--- src/rtl/lnk_frame_pkg.sv ---
package lnk_frame_pkg;

  localparam int unsigned WORD_W = 32;
  localparam int unsigned KIND_W = 2;
  localparam int unsigned FLAG_W = 3;

  localparam logic [WORD_W-1:0] K_IDLE     = 32'hBC50_0000;
  localparam logic [WORD_W-1:0] K_SOF_BASE = 32'hBCF0_0000;
  localparam logic [WORD_W-1:0] K_HDR      = 32'hBC3C_0000;
  localparam logic [WORD_W-1:0] K_EOF_DATA = 32'hBCE0_0001;
  localparam logic [WORD_W-1:0] K_EOF_SYNC = 32'hBCE0_0002;

  localparam logic [KIND_W-1:0] KIND_DATA  = 2'd0;
  localparam logic [KIND_W-1:0] KIND_DSYNC = 2'd1;
  localparam logic [KIND_W-1:0] KIND_SONLY = 2'd2;

  localparam logic [WORD_W-1:0] CRC_POLY = 32'h04C1_1DB7;
  localparam logic [WORD_W-1:0] CRC_INIT = 32'hFFFF_FFFF;

  // State names describe the word emitted most recently.
  typedef enum logic [2:0] {
    ST_IDLE,
    ST_SOF,
    ST_HDR,
    ST_PAY,
    ST_CRC,
    ST_EOF
  } fstate_t;

  function automatic logic [WORD_W-1:0] crc_step(input logic [WORD_W-1:0] crc_in,
                                                 input logic [WORD_W-1:0] data);
    logic [WORD_W-1:0] c;
    logic fb;
    c = crc_in;
    for (int i = WORD_W - 1; i >= 0; i--) begin
      fb = c[WORD_W-1] ^ data[i];
      c  = {c[WORD_W-2:0], 1'b0};
      if (fb) c = c ^ CRC_POLY;
    end
    return c;
  endfunction

  function automatic logic [WORD_W-1:0] end_code(input logic is_sync);
    return is_sync ? K_EOF_SYNC : K_EOF_DATA;
  endfunction

endpackage

--- src/rtl/lnk_src_mux.sv ---
module lnk_src_mux
  import lnk_frame_pkg::*;
(
  input  logic              loop_en,
  input  logic              fifo_empty,
  input  logic [WORD_W-1:0] fifo_data,
  input  logic [KIND_W-1:0] fifo_kind,
  input  logic              loop_valid,
  input  logic [WORD_W-1:0] loop_data,
  input  logic [KIND_W-1:0] loop_kind,
  input  logic              take,
  output logic              src_avail,
  output logic [WORD_W-1:0] src_word,
  output logic [KIND_W-1:0] src_kind,
  output logic              fifo_rd
);

  always_comb begin
    if (loop_en) begin
      src_avail = loop_valid;
      src_word  = loop_data;
      src_kind  = loop_kind;
    end else begin
      src_avail = !fifo_empty;
      src_word  = fifo_data;
      src_kind  = fifo_kind;
    end
  end

  // Received-stream words are never held back, so a pop goes only to the FIFO.
  assign fifo_rd = take && !loop_en;

endmodule

--- src/rtl/lnk_crc_acc.sv ---
module lnk_crc_acc
  import lnk_frame_pkg::*;
(
  input  logic              clk,
  input  logic              rst_n,
  input  logic              clr,
  input  logic              upd,
  input  logic [WORD_W-1:0] din,
  output logic [WORD_W-1:0] crc_val
);

  logic [WORD_W-1:0] crc_q, crc_n;
  logic              crc_ce;

  assign crc_ce = clr || upd;

  always_comb begin
    crc_n = crc_q;
    if (clr)      crc_n = CRC_INIT;
    else if (upd) crc_n = crc_step(crc_q, din);
  end

  always_ff @(posedge clk or negedge rst_n) begin
    if (!rst_n)      crc_q <= CRC_INIT;
    else if (crc_ce) crc_q <= crc_n;
  end

  assign crc_val = ~crc_q;

endmodule

--- src/rtl/lnk_frame_fsm.sv ---
module lnk_frame_fsm
  import lnk_frame_pkg::*;
#(
  parameter int unsigned MAX_WORDS = 512,
  parameter int unsigned GAP_WORDS = 2
) (
  input  logic              clk,
  input  logic              rst_n,
  input  logic              tx_en,
  input  logic              crc_en,
  input  logic              remote_go,
  input  logic              rtx_pending,
  input  logic [FLAG_W-1:0] side_flags,
  input  logic              src_avail,
  input  logic [WORD_W-1:0] src_word,
  input  logic [KIND_W-1:0] src_kind,
  input  logic [WORD_W-1:0] crc_val,
  output logic              take,
  output logic              crc_clr,
  output logic              crc_upd,
  output logic [WORD_W-1:0] out_word,
  output logic              out_is_k
);

  localparam int unsigned CNT_W = $clog2(MAX_WORDS + 1);
  localparam int unsigned GAP_W = $clog2(GAP_WORDS + 1);
  localparam logic [CNT_W-1:0] CNT_MAX = CNT_W'(MAX_WORDS);
  localparam logic [GAP_W-1:0] GAP_MAX = GAP_W'(GAP_WORDS);

  fstate_t           st_q, st_n;
  logic [CNT_W-1:0]  cnt_q, cnt_n;
  logic [GAP_W-1:0]  gap_q, gap_n;
  logic              sync_q, sync_n;
  logic [WORD_W-1:0] word_q, word_n;
  logic              k_q, k_n;

  logic start_ok, end_frame, do_close, close_sync;

  assign start_ok  = tx_en && remote_go && !rtx_pending && src_avail;
  assign end_frame = !tx_en || !remote_go || !src_avail || sync_q ||
                     (cnt_q == CNT_MAX) ||
                     ((src_kind == KIND_SONLY) && (cnt_q != '0));

  always_comb begin
    st_n       = st_q;
    cnt_n      = cnt_q;
    gap_n      = gap_q;
    sync_n     = sync_q;
    word_n     = K_IDLE;
    k_n        = 1'b1;
    take       = 1'b0;
    crc_clr    = 1'b0;
    crc_upd    = 1'b0;
    do_close   = 1'b0;
    close_sync = sync_q;
    unique case (st_q)
      ST_IDLE: begin
        if (gap_q < GAP_MAX) begin
          gap_n = gap_q + 1'b1;
        end else if (start_ok) begin
          word_n  = K_SOF_BASE | WORD_W'(side_flags);
          st_n    = ST_SOF;
          cnt_n   = '0;
          sync_n  = 1'b0;
          crc_clr = 1'b1;
        end
      end
      ST_SOF: begin
        word_n = K_HDR;
        st_n   = ST_HDR;
      end
      ST_HDR, ST_PAY: begin
        if (end_frame) begin
          do_close = 1'b1;
        end else if (src_kind == KIND_SONLY) begin
          take       = 1'b1;
          do_close   = 1'b1;
          close_sync = 1'b1;
        end else begin
          take    = 1'b1;
          word_n  = src_word;
          k_n     = 1'b0;
          cnt_n   = cnt_q + 1'b1;
          crc_upd = 1'b1;
          sync_n  = (src_kind == KIND_DSYNC);
          st_n    = ST_PAY;
        end
      end
      ST_CRC: begin
        word_n = end_code(sync_q);
        st_n   = ST_EOF;
      end
      ST_EOF: begin
        gap_n = GAP_W'(1);
        st_n  = ST_IDLE;
      end
      default: st_n = ST_IDLE;
    endcase
    if (do_close) begin
      sync_n = close_sync;
      if (crc_en) begin
        word_n = crc_val;
        st_n   = ST_CRC;
      end else begin
        word_n = end_code(close_sync);
        st_n   = ST_EOF;
      end
    end
  end

  always_ff @(posedge clk or negedge rst_n) begin
    if (!rst_n) begin
      st_q   <= ST_IDLE;
      cnt_q  <= '0;
      gap_q  <= GAP_MAX;
      sync_q <= 1'b0;
      word_q <= K_IDLE;
      k_q    <= 1'b1;
    end else begin
      st_q   <= st_n;
      cnt_q  <= cnt_n;
      gap_q  <= gap_n;
      sync_q <= sync_n;
      word_q <= word_n;
      k_q    <= k_n;
    end
  end

  assign out_word = word_q;
  assign out_is_k = k_q;

  a_r3_len_cap: assert property (@(posedge clk) disable iff (!rst_n)
    cnt_q <= CNT_MAX)
    else $error("R3: payload count above limit");

  a_r7_sync_last: assert property (@(posedge clk) disable iff (!rst_n)
    (st_q == ST_PAY && sync_q) |=> (k_q == 1'b1))
    else $error("R7: payload followed a sync-ending word");

  a_r2_gap_after_end: assert property (@(posedge clk) disable iff (!rst_n)
    (st_q == ST_EOF) |=> (st_q == ST_IDLE && word_q == K_IDLE && k_q))
    else $error("R2: no idle after end code");

endmodule

--- src/rtl/lnk_frame_tx.sv ---
module lnk_frame_tx
  import lnk_frame_pkg::*;
#(
  parameter int unsigned MAX_WORDS = 512,
  parameter int unsigned GAP_WORDS = 2
) (
  input  logic        clk,
  input  logic        rst_n,
  input  logic        tx_en,
  input  logic        loop_en,
  input  logic        crc_en,
  input  logic        remote_go,
  input  logic        rtx_pending,
  input  logic [2:0]  side_flags,
  input  logic        fifo_empty,
  input  logic [31:0] fifo_data,
  input  logic [1:0]  fifo_kind,
  output logic        fifo_rd,
  input  logic        loop_valid,
  input  logic [31:0] loop_data,
  input  logic [1:0]  loop_kind,
  output logic [31:0] out_word,
  output logic        out_is_k
);

  logic              src_avail, take, crc_clr, crc_upd;
  logic [WORD_W-1:0] src_word, crc_val;
  logic [KIND_W-1:0] src_kind;

  lnk_src_mux u_src (
    .loop_en    (loop_en),
    .fifo_empty (fifo_empty),
    .fifo_data  (fifo_data),
    .fifo_kind  (fifo_kind),
    .loop_valid (loop_valid),
    .loop_data  (loop_data),
    .loop_kind  (loop_kind),
    .take       (take),
    .src_avail  (src_avail),
    .src_word   (src_word),
    .src_kind   (src_kind),
    .fifo_rd    (fifo_rd)
  );

  lnk_crc_acc u_crc (
    .clk     (clk),
    .rst_n   (rst_n),
    .clr     (crc_clr),
    .upd     (crc_upd),
    .din     (src_word),
    .crc_val (crc_val)
  );

  lnk_frame_fsm #(
    .MAX_WORDS (MAX_WORDS),
    .GAP_WORDS (GAP_WORDS)
  ) u_fsm (
    .clk         (clk),
    .rst_n       (rst_n),
    .tx_en       (tx_en),
    .crc_en      (crc_en),
    .remote_go   (remote_go),
    .rtx_pending (rtx_pending),
    .side_flags  (side_flags),
    .src_avail   (src_avail),
    .src_word    (src_word),
    .src_kind    (src_kind),
    .crc_val     (crc_val),
    .take        (take),
    .crc_clr     (crc_clr),
    .crc_upd     (crc_upd),
    .out_word    (out_word),
    .out_is_k    (out_is_k)
  );

  logic sof_seen, open_word;
  assign sof_seen  = out_is_k && (out_word[31:3] == K_SOF_BASE[31:3]);
  assign open_word = !out_is_k || (out_word == K_HDR);

  a_r4_start_gate: assert property (@(posedge clk) disable iff (!rst_n)
    sof_seen |-> $past(tx_en && remote_go && !rtx_pending))
    else $error("R4: frame opened without permission");

  a_r6_flags_in_sof: assert property (@(posedge clk) disable iff (!rst_n)
    sof_seen |-> (out_word[2:0] == $past(side_flags)))
    else $error("R6: start code flags mismatch");

  a_r2_hdr_after_sof: assert property (@(posedge clk) disable iff (!rst_n)
    sof_seen |=> (out_is_k && out_word == K_HDR))
    else $error("R2: header missing after start code");

  a_r5_stop_closes: assert property (@(posedge clk) disable iff (!rst_n)
    (open_word && !remote_go) |=> out_is_k)
    else $error("R5: payload sent under STOP");

  a_r5_no_pop_stop: assert property (@(posedge clk) disable iff (!rst_n)
    !remote_go |-> !fifo_rd)
    else $error("R5: FIFO popped under STOP");

  a_r9_loop_no_rd: assert property (@(posedge clk) disable iff (!rst_n)
    (loop_en && !out_is_k) |-> !fifo_rd)
    else $error("R9: FIFO read in loop mode");

endmodule

--- config.mk ---
export PLATFORM = sky130hd
export DESIGN_NAME = lnk_frame_tx
export DESIGN_NICKNAME = d
export VERILOG_FILES = /design/src/rtl/lnk_frame_pkg.sv /design/src/rtl/lnk_src_mux.sv /design/src/rtl/lnk_crc_acc.sv /design/src/rtl/lnk_frame_fsm.sv /design/src/rtl/lnk_frame_tx.sv
export SDC_FILE = /design/constraint.sdc
export NUM_CORES = 1
export LEC_CHECK = 0
export BUFFER_PORTS_ARGS = -buffer_cell sky130_fd_sc_hd__buf_4
export CORE_ASPECT_RATIO = 1.5
export CORE_MARGIN = 2
export CORE_UTILIZATION = 52
export CTS_BUF_LIST = sky130_fd_sc_hd__clkbuf_4 sky130_fd_sc_hd__clkbuf_8
export DETAILED_ROUTE_END_ITERATION = 16
export PLACE_DENSITY = 0.73
export SLEW_MARGIN = 10
export SYNTH_ARGS = -nofsm -noshare
export SYNTH_HDL_FRONTEND = slang
export SYNTH_HIERARCHICAL = 1
export SYNTH_SLANG_ARGS = --single-unit
--- constraint.sdc ---
create_clock -name clk -period 11.4 [get_ports clk]
set_clock_uncertainty 0.05 [all_clocks]
set_input_delay 0 -clock clk [delete_from_list [all_inputs] [get_ports clk]]
set_output_delay 0 -clock clk [all_outputs]
set_load 0.03 [all_outputs]
==> run metrics, run 1 <==
IO buf count ~110; Synth area leader xnor2_1; drt via density approximately 5.4; WP data arrival 4.60 ns; Critical Path RT between 10 and 15 ns; Startpoint Class input port; Antenna Nets Post-Route 0; most frequent cell after synthesis xnor2_1; All-Layer GR Usage ~28%; CTS max path bufs 2; met2 routed WL roughly 12 mm; initial antenna violation count 0; Setup TNS 0 ns; synth-to-layout area growth 22.7%; endpoint class of the critical path flop; Syn. warnings 6; Clock Latency Late Sink ~0.38 ns; CTS H-tree depth 3; Synth Instances between 600 and 700; CTS Root Cell clkbuf_8; Final GP Congestion 1.00; Hold Path Class in -> reg; Tcrit/Tclk final between 30% and 40%; Starting Density a little over half; n_diodes 0; Die Y about 150 um; detailed router's first-iteration violation count around 210; post-CTS resize count 0; sequential share of the synthesized area 27.6%; DR pass1 iterations 4; EDFF count, synth 0; Min Clock Period, post-route around 4.3 ns; largest fanout on the critical path 5; Pins Over Slew Limit 0; RSZ-0062 raised after global routing false; Hold Buf Count CTS 56; die footprint ~0.015 mm^2; Post-DP HPWL approximately 16 mm; clock slew at reported path FFs ~0.1 ns; Fin. Hold Viols 0; vias after detailed routing 5375; WL final approximately 21 mm; # Post-CTS Setup Buffers 0; global route overflow 0; CORE AREA 0.0141 mm^2; met3 WL a little under 500 um; top layer in use met4; flops & latches, synth between 80 and 90; Final setup viols 0; M1 WL just over 8 mm; post-DR wirelength/cell around 21 um; die outline width ~100 um; Worst slew margin 29.4%; Mapped Nets between 700 and 800; row count 53; Synth Area per Inst 11.7 um^2; number of global-route vias before repair 5689; ys async rst share between 90% and 100%; share of cells above drive strength 1 about 30%; Max Cap Viol 0; synth unique cells 67; Synth top area share roughly 17%; top cells by area, synth xnor2_1 17%, dfstp_2 14%, dfrtp_1 13%, xnor3_1 13%, mux2_4 5.4%; clk sinks 81; fillers 1130; largest net degree at the start of global routing between 80 and 90; cts bufs inserted 9; status finished, final reports clean; IO Count around 110; Syn Std Cell Area 0.00752 mm^2; global-route wire length before repair about 32 mm; TritonCTS clock tree done; crit path kind in -> reg; most frequent cells after synthesis 145 x xnor2_1, 43 x xnor3_1, 41 x dfstp_2, 41 x inv_1, 40 x dfrtp_1; worst slew pin tran between 1 and 1.5 ns; # DRC 0; fmax 0.230 GHz; final net count 884; Main synth FF type dfstp_2
sequential cells by signal (all words and copies together), names as in the netlist:
signal	count
u_fsm/cnt_q	10
u_fsm/gap_q	2
u_fsm/sync_q	1
u_fsm/out_word	32
u_fsm/st_q	3
u_crc/crc_q	32
u_fsm/out_is_k	1
worst paths after layout:
check	startpoint	to	slack [ns]	cells after the start
min	fifo_data[21]	u_fsm/out_word[21]$_DFF_PN0_	0.01	3
max in group asynchronous	rst_n	u_fsm/out_word[8]$_DFF_PN0_	10.30	2
min reg2reg	u_fsm/gap_q[1]$_DFFE_PN1P_	u_fsm/gap_q[1]$_DFFE_PN1P_	0.48	2
max reg2reg	u_crc/crc_q[29]$_DFFE_PN1P_	u_crc/crc_q[8]$_DFFE_PN1P_	7.17	9
min in group asynchronous	rst_n	u_fsm/cnt_q[7]$_DFFE_PN0P_	0.29	2
max	loop_data[26]	u_crc/crc_q[8]$_DFFE_PN1P_	7.05	12
per-stage QoR:
stage	cell area [um^2]	utilization [%]	instances	setup slack (ns)	hold slack [ns]
after detailed placement	8480	60.3	927	6.70	0.200
final	9230	65.6	999	7.05	0.0139
after floorplan	7520	-	642	7.55	-0.346
after global placement	8480	60.3	927	6.79	0.188
after CTS	9230	65.6	999	7.07	0.000134
after global routing	9230	65.6	999	6.90	0.0148
worst max-delay path, stage by stage:
cell and delay, ns:
dlygate4sd3_1 0.54, buf_4 0.13, mux2_4 0.27, xnor2_1 0.44, xnor3_1 0.66, xor2_2 0.38, xnor3_2 0.57, xor3_4 0.59
xor2_2 0.34, xnor3_1 0.46, mux2i_1 0.15, nand2_1 0.07
kinds of logic (layout without fill, tap and decap cells):
kind of cell | Yosys count | count (layout) | share of synthesized area [%]
xor gates and xnor gates | 251 | 251 | 42.6
and+or+nand+nor | 105 | 105 | 7.14
AOI/OAI and AO/OA | 88 | 88 | 9.67
DFF | 81 | 81 | 27.6
buffers and inverters | 66 | 231 | 4.24
muxes | 49 | 49 | 8.43
adders and majority gates | 2 | 2 | 0.333
layer usage:
metal  up-vias  global-route usage [%]
li1       2513                       -
met1      2728                    33.2
met2       110                    54.0
met3        24                    2.17
met4         0                    8.93
met5         -                       0
placed cells by master, fill, tap and decap left out, drive strengths merged, types with 6 or more instances in the layout:
master,instances
xnor3,50
nand2,33
dfrtp,40
o21ai,6
inv,43
mux2i,15
xnor2,154
nor2b,9
mux2,34
xor3,9
nor2,23
o211ai,8
a22o,18
xor2,38
dfstp,41
clkbuf,10
a211o,12
a21oi,14
dlygate4sd3,56
buf,116
area by class of cell:
class / count / area (um^2) / share of cell area [%]
flip-flops and latches: 81 / 2080 / 22.5
clock buffers: 10 / 138 / 1.49
well taps: 192 / 240 / 2.60
inverters: 43 / 161 / 1.75
multi-input cells: 495 / 5130 / 55.6
repair buffers: 172 / 1430 / 15.5
clock inverters: 6 / 48.8 / 0.529
Power of run 1 is left out: the tool's default activity adds up to more than one toggle a clock period on the data nets, which glitch-free logic cannot reach.
==> inputs of run 2 (changes only) <==
==> constraint.sdc (replaced) <==
create_clock -name clk -period 4.5 [get_ports clk]
set_clock_uncertainty 0.05 [all_clocks]
set_input_delay 0 -clock clk [delete_from_list [all_inputs] [get_ports clk]]
set_output_delay 0 -clock clk [all_outputs]
set_load 0.03 [all_outputs]
==> run metrics, run 2 (synthesis results as in run 1) <==
IO Count 114; Starting Density between 50 and 60%; # DRC 0; IO buf count around 110; crit path cell chain dlygate4sd3_1 -> buf_4 -> mux2_2 -> xor2_1 -> xnor3_2 -> xnor3_2 -> xnor3_2 -> xor3_4 -> xor2_2 -> xnor3_1 -> mux2i_1 -> nand2_1; drt via density ~5.4; CTS max path bufs 2; number of global-route vias before repair slightly below 6000; cts bufs inserted 9; CTS Root Cell clkbuf_8; crit path kind in -> reg; reg2reg setup slack around 0.4 ns; Hold Path Class in -> reg; fmax approximately 0.24 GHz; r2r endpoint u_crc/crc_q[8]$_DFFE_PN1P_; fillers approximately 1100; slowest CP cell xor3_4; CTS H-tree depth 3; die footprint between 0.015 and 0.02 mm^2; # Post-CTS Setup Buffers 0; global route overflow 0; Post-DP Area approximately 0.0088 mm^2; All-Layer GR Usage 30.3%; Fin. Hold Viols 0; fin cells a little over 1000; Final GP Congestion roughly 0.91; Register Area 0.00208 mm^2; clk sinks approximately 80; final core utilization about two thirds; vias after detailed routing around 5600; WP data arrival between 4 and 5 ns; Clock Latency Late Sink roughly 0.37 ns; synth-to-layout area growth 27.0%; row count 53; share of cells above drive strength 1 between 30 and 40%; hold path depth 4; endpoint class of the critical path flop; Final setup viols 0; Min Clock Period, post-route 4.14 ns; RSZ-0062 raised after global routing false; initial antenna violation count 0; Max Cap Viol 0; n_diodes 0; worst r2r path cells 9; Post-DP HPWL 17.2 mm; Crit path max-delay family XOR/XNOR gates; Antenna Nets Post-Route 0; CORE AREA 0.0141 mm^2; WL final between 20 and 25 mm; most frequent cells in the layout 152 x buf_4, 145 x xnor2_1, 57 x dlygate4sd3_1, 43 x xnor3_1; Setup TNS 0 ns; Critical Path RT between 4 and 5 ns; largest fanout on the critical path 5; Startpoint Class input port; final net count 922; Multi-input gate area about 0.0051 mm^2; critical hold path startpoint loop_kind[0]; crit-path max cell delay around 0.60 ns; WHS Endpoint u_fsm/sync_q$_DFFE_PN0P_; post-DR wirelength/cell around 22 um; final non-filler cell area about 0.0096 mm^2; Worst slew margin a little over 50%; most common cell after layout, fill and taps aside buf_4; post-CTS resize count 0; clock slew at reported path FFs around 0.1 ns; Hold Buf Count CTS 57; detailed router's first-iteration violation count 216; Die Y 151 um; RR Startpoint u_crc/crc_q[27]$_DFFE_PN1P_; largest net degree at the start of global routing between 50 and 60; status finished, final reports clean; die outline width 102 um; Pins Over Slew Limit 0; global-route wire length before repair between 30 and 40 mm; worst slew pin tran 0.734 ns; Critical Path Most Common Cell xnor3_2; TritonCTS clock tree done; Critical path buffers and inverters 2; Tcrit/Tclk final 92.0%; DR pass1 iterations 5; placed insts 964
==> run 2: through the flow <==
| step | hold WS, ns | worst slack [ns] |
|---|---|---|
| floorplan | -0.346 | 0.654 |
| global placement | -0.102 | 0.179 |
| detailed placement | -0.0939 | 0.150 |
| CTS | 0.00117 | 0.356 |
| global route | 0.0190 | 0.241 |
| finish | 0.0230 | 0.362 |
==> run 2: layer usage <==
metal | vias to the layer above | global-route usage (%) | share of wire (%)
li1 | 2588 | - | -
met1 | 2803 | 36.1 | 38
met5 | - | 0 | 0
met4 | 0 | 9.47 | 2.6
met2 | 160 | 56.8 | 56
met3 | 31 | 2.72 | 3.5
==> run 2: layout make-up <==
cell class,instances,area share [%]
Multi-Input combinational cell,495,53.7
Sequential cell,81,21.8
Timing Repair Buffer,210,18.1
Tap cell,192,2.51
Inverter,43,1.69
Clock buffer,10,1.44
Clock inverter,6,0.786
==> run 2: worst reg2reg max path: cells and delay by family, from the launching register on <==
| family | cells | cell delay (ns) |
|---|---|---|
| simple gates | 1 | 0.07 |
| xor+xnor | 7 | 3.12 |
| flops | 1 | 0.66 |
| mux | 1 | 0.14 |
==> run 2: worst max path at each step <==
| stage | slack [ns] | startpoint | endpoint | cells after the start |
|---|---|---|---|---|
| after floorplan | 0.65 | loop_en | u_crc/crc_q[11]$_DFFE_PN1P_ | 12 |
| after global placement | 0.18 | loop_en | u_crc/crc_q[8]$_DFFE_PN1P_ | 11 |
| after detailed placement | 0.15 | loop_en | u_crc/crc_q[11]$_DFFE_PN1P_ | 11 |
| after CTS | 0.36 | u_crc/crc_q[27]$_DFFE_PN1P_ | u_crc/crc_q[11]$_DFFE_PN1P_ | 9 |
| after global routing | 0.24 | u_crc/crc_q[27]$_DFFE_PN1P_ | u_crc/crc_q[8]$_DFFE_PN1P_ | 9 |
| final | 0.36 | loop_data[29] | u_crc/crc_q[8]$_DFFE_PN1P_ | 12 |
Power of run 2 is left out for the same reason.
==> inputs of run 3 (changes only) <==
--- a/config.mk
+++ b/config.mk
@@ -6,12 +6,14 @@
 export NUM_CORES = 1
 export LEC_CHECK = 0
 export BUFFER_PORTS_ARGS = -buffer_cell sky130_fd_sc_hd__buf_4
+export CELL_PAD_IN_SITES_DETAIL_PLACEMENT = 0
+export CELL_PAD_IN_SITES_GLOBAL_PLACEMENT = 1
 export CORE_ASPECT_RATIO = 1.5
 export CORE_MARGIN = 2
-export CORE_UTILIZATION = 52
+export CORE_UTILIZATION = 48
 export CTS_BUF_LIST = sky130_fd_sc_hd__clkbuf_4 sky130_fd_sc_hd__clkbuf_8
 export DETAILED_ROUTE_END_ITERATION = 16
-export PLACE_DENSITY = 0.73
+export PLACE_DENSITY = 0.83
 export SLEW_MARGIN = 10
 export SYNTH_ARGS = -nofsm -noshare
 export SYNTH_HDL_FRONTEND = slang
==> run metrics, run 3 (synthesis results as in run 1) <==
# DRC 0; most common cell after layout, fill and taps aside buf_4; Min Clock Period, post-route ~4.0 ns; Crit path max-delay family XOR/XNOR gates; endpoint class of the critical path flop; drt via density 5.24; clk sinks around 80; WL final about 22 mm; Critical Path RT 4.76 ns; post-DR wirelength/cell 21.0 um; DR pass1 iterations 4; status finished, final reports clean; CTS max path bufs 2; crit path kind in -> reg; Setup TNS 0 ns; worst slew pin tran 0.797 ns; fin cells around 1100; Worst slew margin between 40% and 50%; Die Y between 150 and 200 um; share of cells above drive strength 1 roughly a third; Antenna Nets Post-Route 0; Post-DP HPWL around 17 mm; most frequent cells in the layout 160 x buf_4, 145 x xnor2_1, 53 x dlygate4sd3_1, 43 x xnor3_1; initial antenna violation count 0; RSZ-0062 raised after global routing false; Tcrit/Tclk final ~88%; placed insts 982; synth-to-layout area growth 26.9%; Max Cap Viol 0; cts bufs inserted 9; Multi-input gate area just over 0.005 mm^2; row count 56; Fin. Hold Viols 0; slowest CP cell xnor3_1; All-Layer GR Usage about 27%; global-route wire length before repair between 30 and 40 mm; clock slew at reported path FFs 0.10 ns; n_diodes 0; Hold Path Class in -> reg; number of global-route vias before repair just under 6000; Clock Latency Late Sink 0.37 ns; fmax ~0.25 GHz; CTS H-tree depth 3; Starting Density 48.6%; CORE AREA roughly 0.015 mm^2; Hold Slack around 0.015 ns; vias after detailed routing 5506; CTS Root Cell clkbuf_8; Startpoint Class input port; Pins Over Slew Limit 0; Register Area about 0.0021 mm^2; die outline width about 110 um; global route overflow 0; crit path cell chain dlygate4sd3_1 -> buf_4 -> mux2_4 -> xnor2_1 -> xnor3_1 -> xor2_2 -> xnor3_2 -> xor3_4 -> xnor3_1 -> xnor2_1 -> mux2i_1 -> nand2_1; IO buf count around 110; die footprint 0.0167 mm^2; IO Count approximately 110; Final setup viols 0; final net count 925; TritonCTS clock tree done; largest net degree at the start of global routing 55; Post-DP Area 0.00882 mm^2; final non-filler cell area approximately 0.0095 mm^2; Critical path buffers and inverters 2; crit-path max cell delay between 0.6 and 0.7 ns; detailed router's first-iteration violation count about 300; fillers between 1000 and 1500; largest fanout on the critical path 5; WP data arrival 4.22 ns; Final GP Congestion ~0.93
==> run 3: cell types whose count changed in the layout (fill, tap and decap cells not counted) <==
| cell | before | now |
|---|---|---|
| inv_8 | 1 | 0 |
| clkinvlp_4 | 1 | 2 |
| inv_6 | 1 | 2 |
| buf_12 | 1 | 0 |
| dlygate4sd3_1 | 57 | 53 |
| buf_4 | 152 | 160 |
| bufinv_16 | 1 | 0 |
==> run 3: metrics by stage <==
step                      utilization (%)  worst slack (ns)
after floorplan                         -             0.654
after global placement               57.0             0.338
after detailed placement             57.0             0.290
after CTS                            61.6             0.497
after global routing                 61.6             0.374
final                                61.6             0.545
==> run 3: path summary, 6_finish.rpt <==
kind                            cells past startpoint                   startpoint                            to  slack (ns)
min in group asynchronous                           2                        rst_n    u_fsm/cnt_q[7]$_DFFE_PN0P_        0.04
max in group asynchronous                           3                        rst_n   u_fsm/out_word[9]$_DFF_PN0_        3.33
worst min-delay path                                3                fifo_data[21]  u_fsm/out_word[21]$_DFF_PN0_        0.02
worst min register to register                      2   u_fsm/gap_q[1]$_DFFE_PN1P_    u_fsm/gap_q[1]$_DFFE_PN1P_        0.47
worst max register to register                      9  u_crc/crc_q[27]$_DFFE_PN1P_   u_crc/crc_q[10]$_DFFE_PN1P_        0.55
worst max-delay path                               12                loop_data[26]   u_crc/crc_q[17]$_DFFE_PN1P_        0.54
==> run 3: what timing repair did <==
item / in CTS / in global routing
hold buffers: 53 / 0
resized for setup: 0 / 0
hold endpoints to repair: 58 / 0
setup buffers: 0 / 0
==> run 3: area by class of cell <==
cell class,count,share of cell area [%]
Inverter,43,1.69
Clock inverter,6,0.525
Multi-Input combinational cell,495,53.8
Clock buffer,10,1.44
Sequential cell,81,21.8
Tap cell,203,2.66
Timing Repair Buffer,213,18.1
==> run 3: worst min-delay path, cell delays in order <==
cell     delay [ns]
buf_4          0.08
mux2_4         0.18
a221o_1        0.15
==> run 3: routing by layer <==
| metal | up-vias | part of all wire (%) | GRT usage [%] |
|---|---|---|---|
| met5 | - | 0 | 0 |
| met4 | 0 | 2.5 | 7.39 |
| met3 | 32 | 2.9 | 3.15 |
| met2 | 113 | 57 | 53.1 |
| met1 | 2765 | 37 | 30.4 |
| li1 | 2596 | - | - |
Power of run 3 is left out for the same reason.
